`src/rtl/eqt_pkg.sv`:
```
package eqt_pkg;
  typedef enum logic [2:0] {
    ST_IDLE,
    ST_WINDOW,
    ST_PICK,
    ST_ERASE,
    ST_SUSP,
    ST_PROT,
    ST_ABORT
  } eqt_state_e;
endpackage

```
`src/rtl/eqt_downcnt.sv`:
```
module eqt_downcnt #(
  parameter int W = 8
) (
  input  logic         clk,
  input  logic         rst,
  input  logic         load,
  input  logic [W-1:0] load_val,
  input  logic         en,
  output logic [W-1:0] cnt,
  output logic         zero
);
  always_ff @(posedge clk) begin
    if (rst) cnt <= '0;
    else if (load) cnt <= load_val;
    else if (en && cnt != '0) cnt <= cnt - 1'b1;
  end

  assign zero = (cnt == '0);

  // a drained counter stays at zero until reloaded
  a_r2_no_wrap: assert property (@(posedge clk) disable iff (rst)
    (zero && !load) |=> (cnt == '0));
endmodule

```
`src/rtl/eqt_blockmap.sv`:
```
module eqt_blockmap #(
  parameter int NB = 16,
  parameter int IW = 4
) (
  input  logic          clk,
  input  logic          rst,
  input  logic          clear,
  input  logic          set_en,
  input  logic [IW-1:0] set_idx,
  input  logic          drop_en,
  input  logic [IW-1:0] drop_idx,
  input  logic [NB-1:0] prot_map,
  output logic [NB-1:0] map,
  output logic          pend_any,
  output logic [IW-1:0] pend_idx
);
  logic [NB-1:0] pend;

  for (genvar g = 0; g < NB; g++) begin : g_bit
    always_ff @(posedge clk) begin
      if (rst) map[g] <= 1'b0;
      else if (set_en && set_idx == IW'(g)) map[g] <= 1'b1;
      else if (clear || (drop_en && drop_idx == IW'(g))) map[g] <= 1'b0;
    end
  end

  assign pend     = map & ~prot_map;
  assign pend_any = |pend;

  always_comb begin
    pend_idx = '0;
    for (int i = NB - 1; i >= 0; i--) begin
      if (pend[i]) pend_idx = IW'(i);
    end
  end

  // the picked block is a queued, unprotected one
  a_r3_pick_valid: assert property (@(posedge clk) disable iff (rst)
    pend_any |-> (map[pend_idx] && !prot_map[pend_idx]));
endmodule

```
`src/rtl/erase_queue_timer.sv`:
```
module erase_queue_timer
  import eqt_pkg::*;
#(
  parameter int NUM_BLK   = 16,
  parameter int WIN_CYC   = 50,
  parameter int ERASE_CYC = 40,
  parameter int SUS_LAT   = 4,
  parameter int PROT_CYC  = 100,
  parameter int ABORT_CYC = 10,
  localparam int IDX_W    = (NUM_BLK > 1) ? $clog2(NUM_BLK) : 1,
  localparam int MAX_AB   = (WIN_CYC > ERASE_CYC) ? WIN_CYC : ERASE_CYC,
  localparam int MAX_CD   = (PROT_CYC > ABORT_CYC) ? PROT_CYC : ABORT_CYC,
  localparam int MAX_CYC  = (MAX_AB > MAX_CD) ? MAX_AB : MAX_CD,
  localparam int CNT_W    = $clog2(MAX_CYC + 1),
  localparam int LAT_W    = $clog2(SUS_LAT + 1)
) (
  input  logic               clk,
  input  logic               rst,
  input  logic               first_sel,
  input  logic               add_sel,
  input  logic [IDX_W-1:0]   blk_idx,
  input  logic               suspend_req,
  input  logic               resume_req,
  input  logic               read_mode,
  input  logic               abort_req,
  input  logic [NUM_BLK-1:0] prot_map,
  output logic [NUM_BLK-1:0] erase_en,
  output logic               busy,
  output logic               suspended,
  output logic               etimer_act
);
  eqt_state_e st, nxt_st;
  logic [IDX_W-1:0] cur, nxt_cur;
  logic sus_win, nxt_sus_win;
  logic fresh, nxt_fresh;
  logic spend, nxt_spend;

  logic             ph_load, ph_en, ph_zero;
  logic [CNT_W-1:0] ph_val, ph_cnt;
  logic             lat_load, lat_en, lat_zero;
  logic [LAT_W-1:0] lat_cnt;
  logic             m_clear, m_set, m_drop, pend_any;
  logic [IDX_W-1:0] pend_idx;
  logic [NUM_BLK-1:0] map;

  eqt_downcnt #(.W(CNT_W)) u_phase (
    .clk(clk), .rst(rst), .load(ph_load), .load_val(ph_val),
    .en(ph_en), .cnt(ph_cnt), .zero(ph_zero)
  );

  eqt_downcnt #(.W(LAT_W)) u_latency (
    .clk(clk), .rst(rst), .load(lat_load), .load_val(LAT_W'(SUS_LAT - 1)),
    .en(lat_en), .cnt(lat_cnt), .zero(lat_zero)
  );

  eqt_blockmap #(.NB(NUM_BLK), .IW(IDX_W)) u_map (
    .clk(clk), .rst(rst), .clear(m_clear), .set_en(m_set), .set_idx(blk_idx),
    .drop_en(m_drop), .drop_idx(cur), .prot_map(prot_map), .map(map),
    .pend_any(pend_any), .pend_idx(pend_idx)
  );

  always_comb begin
    nxt_st      = st;
    nxt_cur     = cur;
    nxt_sus_win = sus_win;
    nxt_fresh   = fresh;
    nxt_spend   = spend;
    ph_load     = 1'b0;
    ph_val      = '0;
    ph_en       = 1'b0;
    lat_load    = 1'b0;
    lat_en      = 1'b0;
    m_clear     = 1'b0;
    m_set       = 1'b0;
    m_drop      = 1'b0;
    unique case (st)
      ST_IDLE: begin
        m_clear = 1'b1;
        if (first_sel) begin
          m_set     = 1'b1;
          nxt_fresh = 1'b1;
          ph_load   = 1'b1;
          ph_val    = CNT_W'(WIN_CYC - 1);
          nxt_st    = ST_WINDOW;
        end
      end
      ST_WINDOW: begin
        if (abort_req) begin
          m_clear = 1'b1;
          ph_load = 1'b1;
          ph_val  = CNT_W'(ABORT_CYC - 1);
          nxt_st  = ST_ABORT;
        end else if (suspend_req) begin
          nxt_sus_win = 1'b1;
          nxt_st      = ST_SUSP;
        end else if (add_sel) begin
          m_set   = 1'b1;
          ph_load = 1'b1;
          ph_val  = CNT_W'(WIN_CYC - 1);
        end else if (ph_zero) begin
          nxt_st = ST_PICK;
        end else begin
          ph_en = 1'b1;
        end
      end
      ST_PICK: begin
        if (pend_any) begin
          nxt_cur   = pend_idx;
          nxt_fresh = 1'b0;
          ph_load   = 1'b1;
          ph_val    = CNT_W'(ERASE_CYC - 1);
          nxt_st    = ST_ERASE;
        end else if (fresh) begin
          ph_load = 1'b1;
          ph_val  = CNT_W'(PROT_CYC - 1);
          nxt_st  = ST_PROT;
        end else begin
          nxt_spend = 1'b0;
          nxt_st    = ST_IDLE;
        end
      end
      ST_ERASE: begin
        ph_en = 1'b1;
        if (ph_zero) begin
          m_drop    = 1'b1;
          nxt_spend = 1'b0;
          nxt_st    = ST_PICK;
        end else if (spend && lat_zero) begin
          nxt_spend   = 1'b0;
          nxt_sus_win = 1'b0;
          nxt_st      = ST_SUSP;
        end else if (spend) begin
          lat_en = 1'b1;
        end else if (suspend_req) begin
          nxt_spend = 1'b1;
          lat_load  = 1'b1;
        end
      end
      ST_SUSP: begin
        if (resume_req && read_mode) nxt_st = sus_win ? ST_PICK : ST_ERASE;
      end
      ST_PROT, ST_ABORT: begin
        if (ph_zero) nxt_st = ST_IDLE;
        else ph_en = 1'b1;
      end
      default: nxt_st = ST_IDLE;
    endcase
  end

  always_ff @(posedge clk) begin
    if (rst) begin
      st         <= ST_IDLE;
      cur        <= '0;
      sus_win    <= 1'b0;
      fresh      <= 1'b0;
      spend      <= 1'b0;
      erase_en   <= '0;
      busy       <= 1'b0;
      suspended  <= 1'b0;
      etimer_act <= 1'b0;
    end else begin
      st         <= nxt_st;
      cur        <= nxt_cur;
      sus_win    <= nxt_sus_win;
      fresh      <= nxt_fresh;
      spend      <= nxt_spend;
      erase_en   <= (nxt_st == ST_ERASE) ? (NUM_BLK'(1) << nxt_cur) : '0;
      busy       <= (nxt_st != ST_IDLE) && (nxt_st != ST_SUSP);
      suspended  <= (nxt_st == ST_SUSP);
      etimer_act <= (nxt_st == ST_PICK) || (nxt_st == ST_ERASE) || (nxt_st == ST_PROT);
    end
  end

  // a protected block is never given an erase enable
  a_r8_skip_protected: assert property (@(posedge clk) disable iff (rst)
    (erase_en & prot_map) == '0);

  // after the window, the list gains no new blocks
  a_r4_list_closed: assert property (@(posedge clk) disable iff (rst)
    (st != ST_IDLE && st != ST_WINDOW) |=> ((map & ~$past(map)) == '0));

  // only a gated resume leaves the suspended state
  a_r7_resume_gate: assert property (@(posedge clk) disable iff (rst)
    (st == ST_SUSP && !(resume_req && read_mode)) |=> suspended);

  // erase progress is frozen while suspended
  a_r6_progress_held: assert property (@(posedge clk) disable iff (rst)
    (st == ST_SUSP) |=> $stable(ph_cnt));

  // a suspend inside the window takes effect on the next edge
  a_r5_window_suspend: assert property (@(posedge clk) disable iff (rst)
    (st == ST_WINDOW && suspend_req && !abort_req) |=> (suspended && !busy));

  // the erase timer and enables are quiet while suspended
  a_r12_quiet_suspend: assert property (@(posedge clk) disable iff (rst)
    suspended |-> (!etimer_act && erase_en == '0));
endmodule

```
`config.mk`:
```
export PLATFORM = sky130hd
export DESIGN_NAME = erase_queue_timer
export DESIGN_NICKNAME = d
export VERILOG_FILES = /design/src/rtl/eqt_pkg.sv /design/src/rtl/eqt_downcnt.sv /design/src/rtl/eqt_blockmap.sv /design/src/rtl/erase_queue_timer.sv
export SDC_FILE = /design/constraint.sdc
export NUM_CORES = 1
export LEC_CHECK = 0
export BUFFER_PORTS_ARGS = -buffer_cell sky130_fd_sc_hd__buf_2
export CAP_MARGIN = 5
export CORE_UTILIZATION = 50
export CTS_BUF_LIST = sky130_fd_sc_hd__clkbuf_4
export CTS_CLUSTER_DIAMETER = 40
export DETAILED_ROUTE_END_ITERATION = 12
export GPL_TIMING_DRIVEN = 1
export PLACE_DENSITY = 0.76
export RECOVER_POWER = 50
export SKIP_LAST_GASP = 1
export SYNTH_ARGS = -nofsm -noshare
export SYNTH_HDL_FRONTEND = slang
export SYNTH_SLANG_ARGS = --single-unit
export TNS_END_PERCENT = 1
```
`constraint.sdc`:
```
create_clock -name clk -period 3.3 [get_ports clk]
set_clock_uncertainty 0.05 [all_clocks]
set_input_delay 0.495 -clock clk [delete_from_list [all_inputs] [get_ports clk]]
set_output_delay 0.495 -clock clk [all_outputs]
set_load 0.05 [all_outputs]
```
==> results.ini, run 1 <==
[outcome]
outcome=finished clean

[finish]
instances_no_fill=463
drive_gt1_share_pct=12.53
diodes=0
area_delta_synth_final_pct=10.34
n_fill_cell=554
fin_nets=422

[sta]
setup_ws_ps=458.4
finalSetupViolCount=0
post-route-period-util_pct=86.11
final-max-slew-violation-count=0
fin_setup_tns_ps=0
slew_headroom_pct=50.97
tightest_slew_ps=715.0
whs_ps=332.4
fmax_ghz=0.3519
final_hold_viol_count=0
post-route-min-period_ps=2842
grt_setup_unrepaired=false

[drt]
drcViolationCount=0
routed_wl_um=7014
avgRoutedWirePerCell_um=15.15
vias_per_cell=6.060
via_count=2806
drt_first_pass_iters=5
drt-initial-drc-count=198
ant_nets=0

[pwr]
switchingPower_mw=0.7366
sequentialPowerShare_pct=45.1
comb_power_share_pct=36.9
irDropWorstVdd_mv=0.3266
intPower_mw=1.043
switching_share_pct=41.39
leakage_nw=1.167
p_clk_share_pct=18.0
power_density_mw_per_mm2=553.2

[yosys]
ys_seq_area_share_pct=37.77
synth_area_mm2=0.002915
avgSynthCellArea_um2=8.329
synthArstFlopShare_pct=0
synth_xor_xnor_area_share_pct=0.6009
synth_compound_area_share_pct=20.04
synth.top_cell.area_share_pct=37.77
syn_nets=382
synth_top_family_by_area=simple AND/OR/NAND/NOR gates
synth_ff_type=dfxtp_1
synth_warnings=0
synth_edf_count=0
netlist_instances=350
synth_area_leaders=dfxtp_1 (38%), nor2_1 (5.7%), nand2b_1 (3.9%)
synth_top_area_cell=dfxtp_1
synth_adder_area_share_pct=1.717
ys_ff_latch=55
synth.distinct_cells=56
synth_mux_area_share_pct=2.532
synthSimpleGateAreaFrac_pct=34.08

[job]
cap_viol_max_count=0

[placement]
dp_hpwl_um=5206
place_congestion=0.8766
dp_cells=455
io_buffers=46
pre_cts_ws_ps=602.1

[clocking]
cts_buffers=5
cts_root_buf=clkbuf_4
htree_levels=2
worstSkewPairLatency_ps=400
cts_num_sinks=55
cts_resized=0
path_clk_slew_ps=180
cts_tree=done
cts_buffer_depth=2
cts_hold_buf=0
postCtsSetupBuffers=0

[grt]
grt_pass1_wl_um=11770
antenna_found_initial=0
grt_use_total_pct=23.80
grt_pass1_vias=2548
overflow=0
grt_max_degree=37

[floorplanning]
fp.dieH_um=78.36
core_mm2=0.005574
die_w_um=78.36
start_util_pct=52.30
dieArea_mm2=0.006140
rows=27
pin_count=47

[worst_setup_path]
crit_arrival_ps=3060
crit_type=reg -> reg
startpoint_type=flop
crit_fanout=8
critPathRequiredTime_ps=3520
cp-end-kind=flop

[worst_hold_path]
holdCritPathClass=in -> reg

[area by class of cell]
type / count / area (um2) / area share (%)
multi-input combinational: 271 / 1708 / 53.09
tap: 72 / 90.09 / 2.800
sequential: 55 / 1101 / 34.23
timing repair buffer: 48 / 221.5 / 6.884
clock buffer: 5 / 37.54 / 1.167
clock inverter: 3 / 25.02 / 0.7779
inverter: 9 / 33.78 / 1.050
[through the flow]
stage / instance area [um2] / util [%] / power, mW
floorplan: 2915 / - / 1.301
global placement: 3189 / 57.22 / 1.461
detailed placement: 3189 / 57.22 / 1.470
CTS: 3252 / 58.34 / 1.784
global route: 3217 / 57.71 / 1.883
finish: 3217 / 57.71 / 1.780
[sequential cells by signal (all words and copies together), names as in the netlist]
signal	count
fresh	1
sus_win	1
u_map.map	16
busy	1
erase_en	16
cur	4
st	3
etimer_act	1
suspended	1
u_latency.cnt	3
u_phase.cnt	7
spend	1
[cell families (layout without fill, tap and decap cells)]
kind of cell               after synthesis  count (layout)
xor gates and xnor gates                 2               2
and+or+nand+nor                        178             178
buffers and inverters                   24              65
AOI/OAI and AO/OA                       80              80
muxes                                    7               7
DFF                                     55              55
adders and majority gates                4               4
[layer usage]
metal  share of wire, %  vias to the layer above  wire length (um)  global-route usage (%)
met3                6.5                       15               458                   4.070
met2                 45                      112              3190                   39.47
met5                  0                        -                 0                       0
met1                 46                     1293              3240                   31.65
met4                1.8                        0               125                   6.852
li1                   -                     1386                 -                       -
[synth_stat cells (all sizes together), types with 5 or more instances]
master  count
clkbuf     10
o21ai       9
a21oi      17
nor4       17
nor2b      12
nor2       44
nand4       8
a32oi      11
a31oi       7
nand3      16
a211oi      9
nand2      26
o211ai      5
and2        5
nand2b     18
nor3b       7
inv         9
buf         5
dfxtp      55
[power by group through the flow]
stage	combinational [mW]	clock, mW	sequential, mW
after floorplan	0.469	0	0.832
after global placement	0.645	0	0.815
after detailed placement	0.654	0	0.816
after CTS	0.656	0.327	0.801
after global routing	0.717	0.353	0.813
final	0.657	0.321	0.802
[cell usage in the layout (no fill, tap or decap), drive strengths merged, types with 12 or more instances in the layout]
cell	netlist	routed
nand2b	18	18
buf	5	29
a21oi	17	17
dfxtp	55	55
nor2	44	44
nor2b	12	12
nand2	26	26
nand3	16	16
nor4	17	17
clkbuf	10	24
[worst paths after layout]
check / startpoint / to / slack [ps] / depth (start not counted)
max reg2reg: u_phase.cnt[0] / erase_en[14] / 460 / 8
min: blk_idx[0] / u_map.map[15] / 330 / 3
min reg2reg: u_map.map[7] / u_map.map[7] / 430 / 2
max: u_phase.cnt[0] / erase_en[14] / 460 / 8
[worst max-delay path, cell delays in order, from the launching register on]
cell and delay [ps]:
dfxtp_1 350, inv_1 100, ha_1 160, nor4b_1 540, nand2_1 360, a311oi_1 520, nand3_1 200, nand4b_1 350
nor4_1 100
No activity file was read; power rests on OpenSTA's default activity.
==> run 2: changes to the inputs <==
GPL_TIMING_DRIVEN = 0   (was 1)
SYNTH_HIERARCHICAL = 1   (was unset)
==> results.ini, run 2 <==
[grt]
grt_pass1_wl_um=11230  ; -4.6%
antenna_found_initial=0  ; unchanged
overflow=0  ; unchanged
grt_use_total_pct=22.74  ; -1.1 points
grt_pass1_vias=2511  ; -1.5%
grt_max_degree=20  ; -46%

[clocking]
cts_buffers=5  ; unchanged
cts_resized=0  ; unchanged
cts_buffer_depth=2  ; unchanged
path_clk_slew_ps=160  ; -20 ps
cts_num_sinks=55  ; unchanged
cts_root_buf=clkbuf_4
htree_levels=2  ; unchanged
cts_tree=done
cts_hold_buf=0  ; unchanged
postCtsSetupBuffers=0  ; unchanged
worstSkewPairLatency_ps=370  ; -30 ps

[pwr]
switching_share_pct=36.50  ; -4.9 points
p_clk_share_pct=19.5  ; +1.5 points
irDropWorstVdd_mv=0.3319  ; +1.6%
comb_power_share_pct=32.7  ; -4.2 points
sequentialPowerShare_pct=47.7  ; +2.6 points
switchingPower_mw=0.5745  ; -22%
intPower_mw=0.9995  ; -4.2%
power_density_mw_per_mm2=472.4  ; -15%
leakage_nw=1.207  ; +3.4%
power_mw=1.574  ; -12%

[yosys]
synth_area_leaders=dfxtp_1 (37%), a21oi_1 (4.5%), nor2_1 (4.5%)
synth_edf_count=0  ; unchanged
post-synth-top-count-cell=dfxtp_1
synthArstFlopShare_pct=0  ; unchanged
synth.distinct_cells=70  ; +25%
yosys-top-cells-count=dfxtp_1 (55), nor2_1 (36), nand2_1 (33)
synth_ff_type=dfxtp_1
synth_area_mm2=0.002975  ; +2.1%
avgSynthCellArea_um2=8.358  ; +0.34%
synth_warnings=6  ; +6
ys_ff_latch=55  ; unchanged
synth.top_cell.area_share_pct=37.01  ; -0.76 points
netlist_instances=356  ; +1.7%
synth_top_area_cell=dfxtp_1
ys_seq_area_share_pct=37.01  ; -0.76 points

[sta]
tightest_slew_ps=593.0  ; -122.1 ps
post-route-min-period_ps=2797  ; -44.81 ps
finalSetupViolCount=0  ; unchanged
slew_headroom_pct=60.35  ; +9.4 points
final-max-slew-violation-count=0  ; unchanged
fmax_ghz=0.3576  ; +1.6%
post-route-period-util_pct=84.75  ; -1.4 points
grt_setup_unrepaired=false
setup_ws_ps=503.3  ; +44.81 ps
fin_setup_tns_ps=0  ; unchanged
final_hold_viol_count=0  ; unchanged

[floorplanning]
pin_count=47  ; unchanged
dieArea_mm2=0.006263  ; +2.0%
core_mm2=0.005608  ; +0.61%
die_w_um=79.14  ; +1.0%
start_util_pct=53.06  ; +0.76 points
rows=27  ; unchanged
fp.dieH_um=79.14  ; +1.0%

[finish]
drive_gt1_share_pct=15.57  ; +3.0 points
fin_nets=441  ; +4.5%
reg_top3=erase_en x16, u_map/map x16, u_phase/cnt x7
area_delta_synth_final_pct=11.98
diodes=0  ; unchanged
final_cell_mix=dfxtp_1 (55), nor2_1 (36), nand2_1 (33)
final_common_cell=dfxtp_1

[worst_setup_path]
startpoint_type=flop
crit_arrival_ps=3040  ; -20 ps
crit_chain=inv_1, ha_1, nor4b_4, and2_0, o21ai_0, nand2_1, o21ai_0, or3b_2, nor4_1, nand2b_1, a311oi_1
crit_top_cell=o21ai_0
crit_path_top_delay_cell=or3b_2
crit_fanout=10  ; +2
critPathMaxStageDelay_ps=530  ; about the same
path_delay_family=simple AND/OR/NAND/NOR gates
crit_type=reg -> reg
cp-end-kind=flop
critPathRequiredTime_ps=3550  ; +30 ps
crit_buf_inv=1  ; unchanged

[worst_hold_path]
holdCritPathClass=in -> reg

[drt]
drt_first_pass_iters=5  ; unchanged
drcViolationCount=0  ; unchanged
drt-initial-drc-count=246  ; +24%
ant_nets=0  ; unchanged
routed_wl_um=6747  ; -3.8%
vias_per_cell=5.642  ; -6.9%
via_count=2725  ; -2.9%
avgRoutedWirePerCell_um=13.97  ; -7.8%

[placement]
dp_hpwl_um=5264  ; +1.1%
pre_cts_ws_ps=558.4  ; -43.76 ps
place_congestion=0.8852  ; +0.98%
io_buffers=46  ; unchanged

[outcome]
outcome=finished clean

[job]
cap_viol_max_count=0  ; unchanged

[run 2: cell count changes after synthesis, sizes merged, moves of 8 or more]
cell,change
nor3,+15
nor4,-15
a21oi,+10
a32oi,-8
nand4,-8
nor2,-8
[run 2: kinds of logic after synthesis]
logic type      share of synthesized area, %
fa+ha+maj                              1.262
mux                                    2.775
other cells                           0.2524
compound gates                         22.04
flops                                  37.01
simple gates                           31.96
xor+xnor                              0.5888
buf+inv                                4.121
[run 2: area by class of cell]
class,count,area [um2]
Fill cell,558,2276
Multi-Input combinational cell,274,1750
Sequential cell,55,1101
Timing Repair Buffer,46,206.4
Tap cell,72,90.09
Inverter,16,60.06
Buffer,12,58.81
Clock buffer,5,37.54
Clock inverter,3,27.53
[run 2: worst register-to-register path: cells and delay by family (launching register included)]
family | cells | cell delay (ps)
AND/OR/NAND/NOR | 6 | 1360
buffers and inverters | 1 | 60
AO/OA/AOI/OAI | 3 | 650
flip-flops | 1 | 390
adder cells (fa/ha/maj) | 1 | 220
[run 2: path summary, 6_finish.rpt]
path,from,end,slack [ps],depth (start not counted)
hold / removal,suspend_req,sus_win,350,3
setup reg to reg,u_phase/cnt[0],u_phase/cnt[5],500,11
hold reg to reg,u_map/map[3],u_map/map[3],450,2
setup / recovery,u_phase/cnt[0],u_phase/cnt[5],500,11
[run 2: power by group through the flow]
| stage | clock [mW] | combinational (mW) | sequential, mW |
|---|---|---|---|
| after floorplan | 0 | 0.371 | 0.790 |
| after global placement | 0 | 0.506 | 0.763 |
| after detailed placement | 0 | 0.520 | 0.766 |
| after CTS | 0.322 | 0.522 | 0.752 |
| after global routing | 0.339 | 0.570 | 0.759 |
| final | 0.307 | 0.515 | 0.751 |
[run 2: metal layers]
metal  GRT usage [%]  vias to the layer above  wire [um]
li1                -                     1396          -
met2           39.40                       73       3284
met3           3.793                        6        282
met4           6.727                        0         65
met5               0                        -          0
met1           28.74                     1250       3113
[run 2: per-stage QoR]
stage                     std cells  hold slack (ps)  area (um2)  utilization (%)
after floorplan                 357            393.4        2979                -
after global placement          475            410.4        3299            58.84
after detailed placement        475            433.2        3299            58.84
after CTS                       483            323.9        3364            60.00
after global routing            483            332.7        3332            59.42
final                           483            345.1        3332            59.42
